[src/rtl/lwc_pkg.sv]
package lwc_pkg;

    typedef enum logic {
        PWR_OFF = 1'b0,
        PWR_ON  = 1'b1
    } pwr_state_e;

    typedef struct packed {
        logic shdn_n;
        logic force_on;
        logic rx_en_n;
    } mode_t;

    localparam mode_t MODE_RESET = '{shdn_n: 1'b0, force_on: 1'b0, rx_en_n: 1'b1};

    function automatic int ns_to_cycles(input int clk_mhz, input int ns);
        int c;
        c = (clk_mhz * ns) / 1000;
        return (c < 1) ? 1 : c;
    endfunction

    function automatic int count_bits(input int limit);
        return (limit < 2) ? 1 : $clog2(limit + 1);
    endfunction

endpackage

[src/rtl/lwc_sync.sv]
module lwc_sync #(
    parameter int           W    = 1,
    parameter logic [W-1:0] INIT = '0
) (
    input  logic         clk,
    input  logic         rst,
    input  logic [W-1:0] d,
    output logic [W-1:0] q
);
    logic [W-1:0] stage1;

    always_ff @(posedge clk) begin
        if (rst) begin
            stage1 <= INIT;
            q      <= INIT;
        end else begin
            stage1 <= d;
            q      <= stage1;
        end
    end
endmodule

[src/rtl/lwc_timer.sv]
module lwc_timer #(
    parameter int LIMIT = 4
) (
    input  logic clk,
    input  logic rst,
    input  logic run,
    output logic done
);
    localparam int           W   = lwc_pkg::count_bits(LIMIT);
    localparam logic [W-1:0] LIM = W'(LIMIT);

    logic [W-1:0] cnt;

    always_ff @(posedge clk) begin
        if (rst || !run) begin
            cnt <= '0;
        end else if (cnt != LIM) begin
            cnt <= cnt + 1'b1;
        end
    end

    assign done = (cnt == LIM);

    // the count saturates at its limit and never wraps
    a_r4_no_overflow: assert property (@(posedge clk) disable iff (rst)
        cnt <= LIM);

    // a cycle without the run condition restarts the window
    a_r4_restart: assert property (@(posedge clk) disable iff (rst)
        !run |=> !done);
endmodule

[src/rtl/lwc_power_fsm.sv]
module lwc_power_fsm #(
    parameter int IDLE_CYC = 4,
    parameter int WAKE_CYC = 8
) (
    input  logic clk,
    input  logic rst,
    input  logic shdn_n_s,
    input  logic force_on_s,
    input  logic any_active,
    output logic drv_en
);
    import lwc_pkg::*;

    pwr_state_e state, state_nx;
    logic       idle_done;
    logic       wake_done;

    lwc_timer #(.LIMIT(IDLE_CYC)) u_idle_timer (
        .clk  (clk),
        .rst  (rst),
        .run  (!any_active),
        .done (idle_done)
    );

    lwc_timer #(.LIMIT(WAKE_CYC)) u_wake_timer (
        .clk  (clk),
        .rst  (rst),
        .run  (any_active && shdn_n_s),
        .done (wake_done)
    );

    always_comb begin
        state_nx = state;
        if (!shdn_n_s) begin
            state_nx = PWR_OFF;
        end else if (force_on_s) begin
            state_nx = PWR_ON;
        end else if (state == PWR_ON && idle_done) begin
            state_nx = PWR_OFF;
        end else if (state == PWR_OFF && wake_done) begin
            state_nx = PWR_ON;
        end
    end

    always_ff @(posedge clk) begin
        if (rst) state <= PWR_OFF;
        else     state <= state_nx;
    end

    assign drv_en = (state == PWR_ON);

    // shutdown beats every other request
    a_r2_shutdown_wins: assert property (@(posedge clk) disable iff (rst)
        !shdn_n_s |=> !drv_en);

    // force-on keeps the drivers powered
    a_r3_force_holds: assert property (@(posedge clk) disable iff (rst)
        (shdn_n_s && force_on_s) |=> drv_en);

    // power-up only by force-on or an expired wake window
    a_r5_wake_cause: assert property (@(posedge clk) disable iff (rst)
        $rose(drv_en) |-> ($past(force_on_s) || $past(wake_done)));

    // power-down only by shutdown or an expired idle window
    a_r4_sleep_cause: assert property (@(posedge clk) disable iff (rst)
        $fell(drv_en) |-> (!$past(shdn_n_s) || $past(idle_done)));
endmodule

[src/rtl/lwc_status.sv]
module lwc_status #(
    parameter int RISE_CYC = 2,
    parameter int FALL_CYC = 8
) (
    input  logic clk,
    input  logic rst,
    input  logic any_active,
    output logic status
);
    logic rise_done;
    logic fall_done;

    lwc_timer #(.LIMIT(RISE_CYC)) u_rise_timer (
        .clk  (clk),
        .rst  (rst),
        .run  (any_active),
        .done (rise_done)
    );

    lwc_timer #(.LIMIT(FALL_CYC)) u_fall_timer (
        .clk  (clk),
        .rst  (rst),
        .run  (!any_active),
        .done (fall_done)
    );

    always_ff @(posedge clk) begin
        if (rst)            status <= 1'b0;
        else if (rise_done) status <= 1'b1;
        else if (fall_done) status <= 1'b0;
    end

    // status rises only after a full activity window
    a_r6_rise_cause: assert property (@(posedge clk) disable iff (rst)
        $rose(status) |-> $past(rise_done));

    // status falls only after a full quiet window
    a_r7_fall_cause: assert property (@(posedge clk) disable iff (rst)
        $fell(status) |-> $past(fall_done));
endmodule

[src/rtl/line_wake_ctrl.sv]
module line_wake_ctrl #(
    parameter int NUM_RX      = 5,
    parameter int CLK_MHZ     = 125,
    parameter bit HAS_MONITOR = 1'b1,
    parameter int IDLE_NS     = 100000,
    parameter int WAKE_NS     = 200000,
    parameter int STS_RISE_NS = 500,
    parameter int STS_FALL_NS = 20000
) (
    input  logic              clk,
    input  logic              rst,
    input  logic [NUM_RX-1:0] rx_idle,
    input  logic              shdn_n,
    input  logic              force_on,
    input  logic              rx_en_n,
    output logic              drv_en,
    output logic              status,
    output logic              rx_oe,
    output logic              mon_oe
);
    import lwc_pkg::*;

    localparam int IDLE_CYC = ns_to_cycles(CLK_MHZ, IDLE_NS);
    localparam int WAKE_CYC = ns_to_cycles(CLK_MHZ, WAKE_NS);
    localparam int RISE_CYC = ns_to_cycles(CLK_MHZ, STS_RISE_NS);
    localparam int FALL_CYC = ns_to_cycles(CLK_MHZ, STS_FALL_NS);

    mode_t             mode_raw;
    mode_t             mode_s;
    logic [NUM_RX-1:0] rx_idle_s;
    logic              any_active;
    logic              rx_oe_q;

    assign mode_raw = '{shdn_n: shdn_n, force_on: force_on, rx_en_n: rx_en_n};

    lwc_sync #(.W(3), .INIT(MODE_RESET)) u_mode_sync (
        .clk (clk),
        .rst (rst),
        .d   (mode_raw),
        .q   (mode_s)
    );

    lwc_sync #(.W(NUM_RX), .INIT({NUM_RX{1'b1}})) u_idle_sync (
        .clk (clk),
        .rst (rst),
        .d   (rx_idle),
        .q   (rx_idle_s)
    );

    assign any_active = !(&rx_idle_s);

    lwc_power_fsm #(.IDLE_CYC(IDLE_CYC), .WAKE_CYC(WAKE_CYC)) u_power (
        .clk        (clk),
        .rst        (rst),
        .shdn_n_s   (mode_s.shdn_n),
        .force_on_s (mode_s.force_on),
        .any_active (any_active),
        .drv_en     (drv_en)
    );

    lwc_status #(.RISE_CYC(RISE_CYC), .FALL_CYC(FALL_CYC)) u_status (
        .clk        (clk),
        .rst        (rst),
        .any_active (any_active),
        .status     (status)
    );

    generate
        if (HAS_MONITOR) begin : g_multi
            always_ff @(posedge clk) begin
                if (rst) rx_oe_q <= 1'b0;
                else     rx_oe_q <= mode_s.shdn_n;
            end
            assign mon_oe = 1'b1;

            // shutdown takes the normal receiver outputs off the bus
            a_r10_shutdown_gates_rx: assert property (@(posedge clk) disable iff (rst)
                !mode_s.shdn_n |=> !rx_oe);

            // the receiver enable alone never moves rx_oe
            a_r10_enable_ignored: assert property (@(posedge clk) disable iff (rst)
                ($changed(mode_s.rx_en_n) && $stable(mode_s.shdn_n)) |=> $stable(rx_oe));
        end else begin : g_two
            always_ff @(posedge clk) begin
                if (rst) rx_oe_q <= 1'b0;
                else     rx_oe_q <= !mode_s.rx_en_n;
            end
            assign mon_oe = 1'b0;

            // a disabled receiver enable releases the outputs in any mode
            a_r9_enable_gates_rx: assert property (@(posedge clk) disable iff (rst)
                mode_s.rx_en_n |=> !rx_oe);
        end
    endgenerate

    assign rx_oe = rx_oe_q;
endmodule

[config.mk]
export PLATFORM = sky130hd
export DESIGN_NAME = line_wake_ctrl
export DESIGN_NICKNAME = d
export VERILOG_FILES = /design/src/rtl/lwc_pkg.sv /design/src/rtl/lwc_sync.sv /design/src/rtl/lwc_timer.sv /design/src/rtl/lwc_power_fsm.sv /design/src/rtl/lwc_status.sv /design/src/rtl/line_wake_ctrl.sv
export SDC_FILE = /design/constraint.sdc
export NUM_CORES = 1
export LEC_CHECK = 0
export BUFFER_PORTS_ARGS = -buffer_cell sky130_fd_sc_hd__buf_2
export CAP_MARGIN = 20
export CORE_MARGIN = 2
export CORE_UTILIZATION = 55
export CTS_CLUSTER_DIAMETER = 50
export DETAILED_ROUTE_END_ITERATION = 10
export PLACE_DENSITY = 0.8
export SLEW_MARGIN = 20
export SYNTH_ARGS = -nofsm -noshare
export SYNTH_HDL_FRONTEND = slang
export SYNTH_SLANG_ARGS = --single-unit
[constraint.sdc]
create_clock -name clk -period 2.34 [get_ports clk]
set_input_delay 0.468 -clock clk [delete_from_list [all_inputs] [get_ports clk]]
set_output_delay 0.468 -clock clk [all_outputs]
set_load 0.02 [all_outputs]
After elaboration in Yosys (flattened, before gate mapping) --
Cells that the tools add are included.
Storage, ports and cells: register bits 66, logic and storage cells 42
Operators by class: muxes and demuxes 5, bitwise logic cells 2, $add $sub $neg 4, reductions and logical operators 12, equal/unequal tests 8
Operators by type and width (count):
- $add A15 B1 Y15 const B | 1
- $eq A15 B15 Y1 const B | 1
- $ne A15 B15 Y1 const B | 1
- $add A14 B1 Y14 const B | 1
- $eq A14 B14 Y1 const B | 1
- $ne A14 B14 Y1 const B | 1
- $add A12 B1 Y12 const B | 1
- $eq A12 B12 Y1 const B | 1
- $ne A12 B12 Y1 const B | 1
- $add A6 B1 Y6 const B | 1
- $eq A6 B6 Y1 const B | 1
- $ne A6 B6 Y1 const B | 1
- $mux W1 | 5
- $reduce_and A5 Y1 | 1
- $logic_and A1 B1 Y1 | 3
- $logic_or A1 B1 Y1 | 3
- $reduce_bool A3 Y1 | 1
- $logic_not A1 Y1 | 2
- $not A1 Y1 | 2
- $reduce_bool A2 Y1 | 1
- $reduce_or A2 Y1 | 1

Depth between registers and ports, before layout --
depth after elaboration 5, gate-level depth with buffers 7, mapped depth without buffers 6

By module --
A second synthesis with hierarchy kept.
Second synthesis, totals: cell total of the unflattened synthesis 316, area total of the unflattened synthesis 2935.3 um^2
By module, submodules not included:
- lwc_timer at u_power.u_wake_timer | cells each 86, area each 774.5 um^2, seq. area each 300.3 um^2, times used 1
- lwc_timer at u_power.u_idle_timer | cells each 78, area each 684.4 um^2, seq. area each 280.3 um^2, times used 1
- lwc_timer at u_status.u_fall_timer | cells each 71, area each 614.3 um^2, seq. area each 240.2 um^2, times used 1
- lwc_timer at u_status.u_rise_timer | cells each 31, area each 294.0 um^2, seq. area each 120.1 um^2, times used 1
- lwc_sync at u_idle_sync | cells each 20, area each 262.8 um^2, seq. area each 200.2 um^2, times used 1
- lwc_sync at u_mode_sync | cells each 12, area each 157.7 um^2, seq. area each 120.1 um^2, times used 1
- lwc_power_fsm | cells each 7, area each 56.3 um^2, seq. area each 20.0 um^2, times used 1
- line_wake_ctrl | cells each 6, area each 48.8 um^2, seq. area each 20.0 um^2, times used 1
- lwc_status | cells each 5, area each 42.5 um^2, seq. area each 20.0 um^2, times used 1

Worst setup path after synthesis --
Ideal clock, no wire load.
kind reg-to-reg, start point reg u_power.u_idle_timer.cnt[3], end point reg u_power.state, in the netlist u_power.drv_en, arrival time 1.746 ns, path buffers 1, path slack 0.473 ns, data required time 2.218 ns, setup time 0.122 ns, stages on the path, launching flop included 5, cell sequence dfxtp_1 or4b_1 or4_4 buf_6 o311a_1
On the way: longest elaborated chain between the ends 4, elaborated cells between the ends (all ways) 5
RTL lines:
- start: declaration | line lwc_timer.sv:12 | logic [W-1:0] cnt;
- start signal: assignment | line lwc_timer.sv:18 | cnt <= cnt + 1'b1;
- $eq A14 B14 Y1 (*) | line lwc_timer.sv:22 | assign done = (cnt == LIM);
- $logic_and A1 B1 Y1 (*) | line lwc_power_fsm.sv:38 | end else if (state == PWR_ON && idle_done) begin
- $mux W1 | line lwc_power_fsm.sv:38
- $mux W1 | line lwc_power_fsm.sv:36 | end else if (force_on_s) begin
- end signal: assignment | line lwc_power_fsm.sv:47 | else state <= state_nx;
- end: declaration | line lwc_power_fsm.sv:14 | pwr_state_e state, state_nx;
Every way passes the cells marked *; elsewhere a longest branch is shown, timed or not. A chain may end at the register's enable or synchronous reset.

Final worst setup path --
Ends and elaborated chain as after synthesis.

==> metrics.md <==
| Metric | Value |
|---|---|
| Status | `finished clean` |
| Worst reg-to-reg path cell count | `3` |
| Setup TNS | `0 ns` |
| Internal power | `1.55 mW` |
| CTS sink count | `64` |
| Hold Path Class | `in -> reg` |
| Min Hold Slack | `0.306 ns` |
| Area growth syn-to-layout | `10.3%` |
| Syn Area/Cell | `9.16 um2` |
| Clock latency on the worst-skew pair | `0.34 ns` |
| Share of layout cells above drive strength 1 | `0.136` |
| Crit. End Element | `flip-flop` |
| DRC violations left | `0` |
| Antenna cell count | `0` |
| CTS tree | `done` |
| Core Box Area | `0.00472 mm2` |
| Yosys cell types | `44` |
| Die width | `74.2 um` |
| # setup viols final | `0` |
| Hold Crit Endpoint | `u_idle_sync.stage1[3]` |
| Initial Util | `0.574` |
| Top post-synthesis cells by area | `dfxtp_1, xnor2_1, nor2_1, xor2_1, nand3_1` |
| Primary FF master, synth | `dfxtp_1` |
| Routed via count | `2014` |
| CTS H-tree lvls | `3` |
| Final Critical Period | `1.86 ns` |
| Max Clock Freq | `0.537 GHz` |
| CTS hold repair buffers | `0` |
| Top-area cell type share of the netlist area | `0.473` |
| Filler cells | `401` |
| Cell Pwr Density | `675 mW/mm2` |
| Tcrit/Tclk final | `0.796` |
| Synth warnings | `0` |
| Worst hold start | `rx_idle[3]` |
| Leading cell type in the layout, fill and taps excluded | `dfxtp_1` |
| Final ANT Viol Nets | `0` |
| Die Height | `74.2 um` |
| Synth Register Bits | `64` |
| CP arrival | `2.09 ns` |
| Startpoint Class | `flip-flop` |
| Avg WL per Cell | `11.7 um` |
| Net Sw Frac | `0.233` |
| Initial detailed-routing violation count | `110` |
| Max VDD drop | `0.474 mV` |
| TritonCTS Buffers | `9` |
| Synthesized Nets | `314` |
| Seq/Total Area, Yosys | `0.473` |
| Final max-slew violation count | `0` |
| Number of vias per cell | `5.26` |
| IO buf count | `11` |
| Synth area leader | `dfxtp_1` |
| Drt pass-1 iters | `5` |
| Synth Instances | `296` |
| Initial antenna violation count | `0` |
| CTS clk-pin slew, worst paths | `0.07 ns` |
| Num rows | `25` |
| GP Congestion | `0.793` |
| R2R Path End | `u_power.drv_en` |
| Leading cell types in the layout, fill and taps excluded | `dfxtp_1, nor2_1, nand3_1` |
| Post_cts resized | `0` |
| Clk pwr share | `0.408` |
| Worst reg2reg path startpoint | `u_power.u_idle_timer.cnt[3]` |
| NumNets Final | `329` |
| Comb pwr share | `0.035` |
| I/O Pins | `14` |
| RSZ-0062 raised after global routing | `false` |
| Clock Skew | `0.00871 ns` |
| Leak Pwr | `1.02 nW` |
| Psw | `0.470 mW` |
| WS Path Type | `reg -> reg` |
| Total GRT Usage | `0.192` |
| Max-cap violations | `0` |
| Req. time, crit path | `2.57 ns` |
| Largest net degree at the start of global routing | `23` |
| First-pass GRT wire length | `7980 um` |
| Mapped Area | `0.00271 mm2` |
| Sequential Power Share | `0.558` |
| WL final | `4480 um` |
| Hold path depth | `2` |
| Final Hold Viols | `0` |
| Setup Fix Bufs, Post-CTS | `0` |
| Total gr overflow | `0` |
| Vias in the first global route | `1872` |
| Clk buf depth | `2` |
| Die area | `0.00551 mm2` |
| CTS root buffer | `clkbuf_8` |
| Post-synth EDFFs | `0` |
| DP HPWL | `3000 um` |
| Fraction of registers with async set/reset | `0` |
| Crit Path Max Fanout | `6` |
| R2r setup slk | `0.48 ns` |
worst max-delay path, stage by stage, from the launching register on:
cell and delay (ns):
dfxtp_1 0.35, or4b_1 0.52, or4_4 0.57, o311a_1 0.31
routing by layer:
layer / GRT usage / share of wire / vias to the layer above
li1: - / - / 1049
met1: 0.239 / 0.48 / 923
met2: 0.302 / 0.46 / 31
met3: 0.0528 / 0.035 / 11
met4: 0.107 / 0.022 / 0
met5: 0 / 0 / -
sequential cells by signal, summed over array words and instances (netlist names):
register and count:
u_mode_sync.stage1 2, u_mode_sync.q 2, rx_oe 1, u_power.drv_en 1
u_status.u_fall_timer.cnt 12, u_power.u_idle_timer.cnt 14, u_idle_sync.q 5, u_power.u_wake_timer.cnt 15
u_idle_sync.stage1 5, u_status.u_rise_timer.cnt 6, u_status.status 1
final cells by class:
class	instances	area (um2)	area share
clock inverters	5	32.5	0.0109
flip-flops and latches	64	1280	0.428
multi-input cells	210	1340	0.447
repair buffers	12	62.6	0.0209
clock buffers	11	141	0.0473
inverters	14	52.6	0.0176
well taps	67	83.8	0.0280
cell usage after synthesis (2+ instances only):
cell	n
a21oi_1	13
and2_1	2
and3_1	3
and4_1	3
clkbuf_1	6
dfxtp_1	64
ha_1	8
inv_1	14
mux2i_1	3
nand2_1	16
nand3_1	21
nand3b_1	3
nand4_1	7
nor2_1	36
nor2b_1	5
nor3_1	8
nor4_1	6
nor4b_1	2
nor4bb_1	3
o21ai_0	5
or2_2	11
or3_1	6
xnor2_1	18
xor2_1	13
through the flow:
| stage | instances | area (um2) | setup slack (ns) | total power, mW | util |
|---|---|---|---|---|---|
| finish | 383 | 2990 | 0.477 | 2.02 | 0.633 |
| global route | 383 | 2990 | 0.364 | 2.09 | 0.633 |
| CTS | 383 | 2990 | 0.478 | 2.03 | 0.633 |
| detailed placement | 367 | 2820 | 0.487 | 1.22 | 0.596 |
| global placement | 367 | 2820 | 0.504 | 1.22 | 0.596 |
| floorplan | 296 | 2710 | 0.473 | 1.20 | - |
cell families (layout without fill, tap and decap cells):
family | Yosys count | count (layout) | synth area share
simple gates | 142 | 142 | 0.288
flops | 64 | 64 | 0.473
xor+xnor | 31 | 31 | 0.100
compound gates | 25 | 25 | 0.0549
buf+inv | 22 | 42 | 0.0346
fa+ha+maj | 8 | 8 | 0.0369
mux | 3 | 3 | 0.0111
other cells | 1 | 1 | 0.00138
power by group through the flow:
stage / Combinational [mW] / Sequential [mW] / Clock [mW]
6_report: 0.0702 / 1.13 / 0.823
5_1_grt: 0.0807 / 1.13 / 0.886
4_1_cts: 0.0719 / 1.13 / 0.837
3_5_place_dp: 0.0717 / 1.15 / 0
3_3_place_gp: 0.0690 / 1.15 / 0
2_1_floorplan: 0.0534 / 1.15 / 0
worst max-delay path by stage:
stage	from	end	slack (ns)	cells after the start
2_1_floorplan	u_power.u_idle_timer.cnt[3]	u_power.drv_en	0.47	4
3_3_place_gp	u_power.u_idle_timer.cnt[3]	u_power.drv_en	0.50	3
3_5_place_dp	u_power.u_idle_timer.cnt[3]	u_power.drv_en	0.49	3
4_1_cts	u_power.u_idle_timer.cnt[3]	u_power.drv_en	0.48	3
5_1_grt	u_power.u_wake_timer.cnt[0]	u_power.u_wake_timer.cnt[14]	0.36	5
6_report	u_power.u_idle_timer.cnt[3]	u_power.drv_en	0.48	3
(Power assumes the default switching activity.)
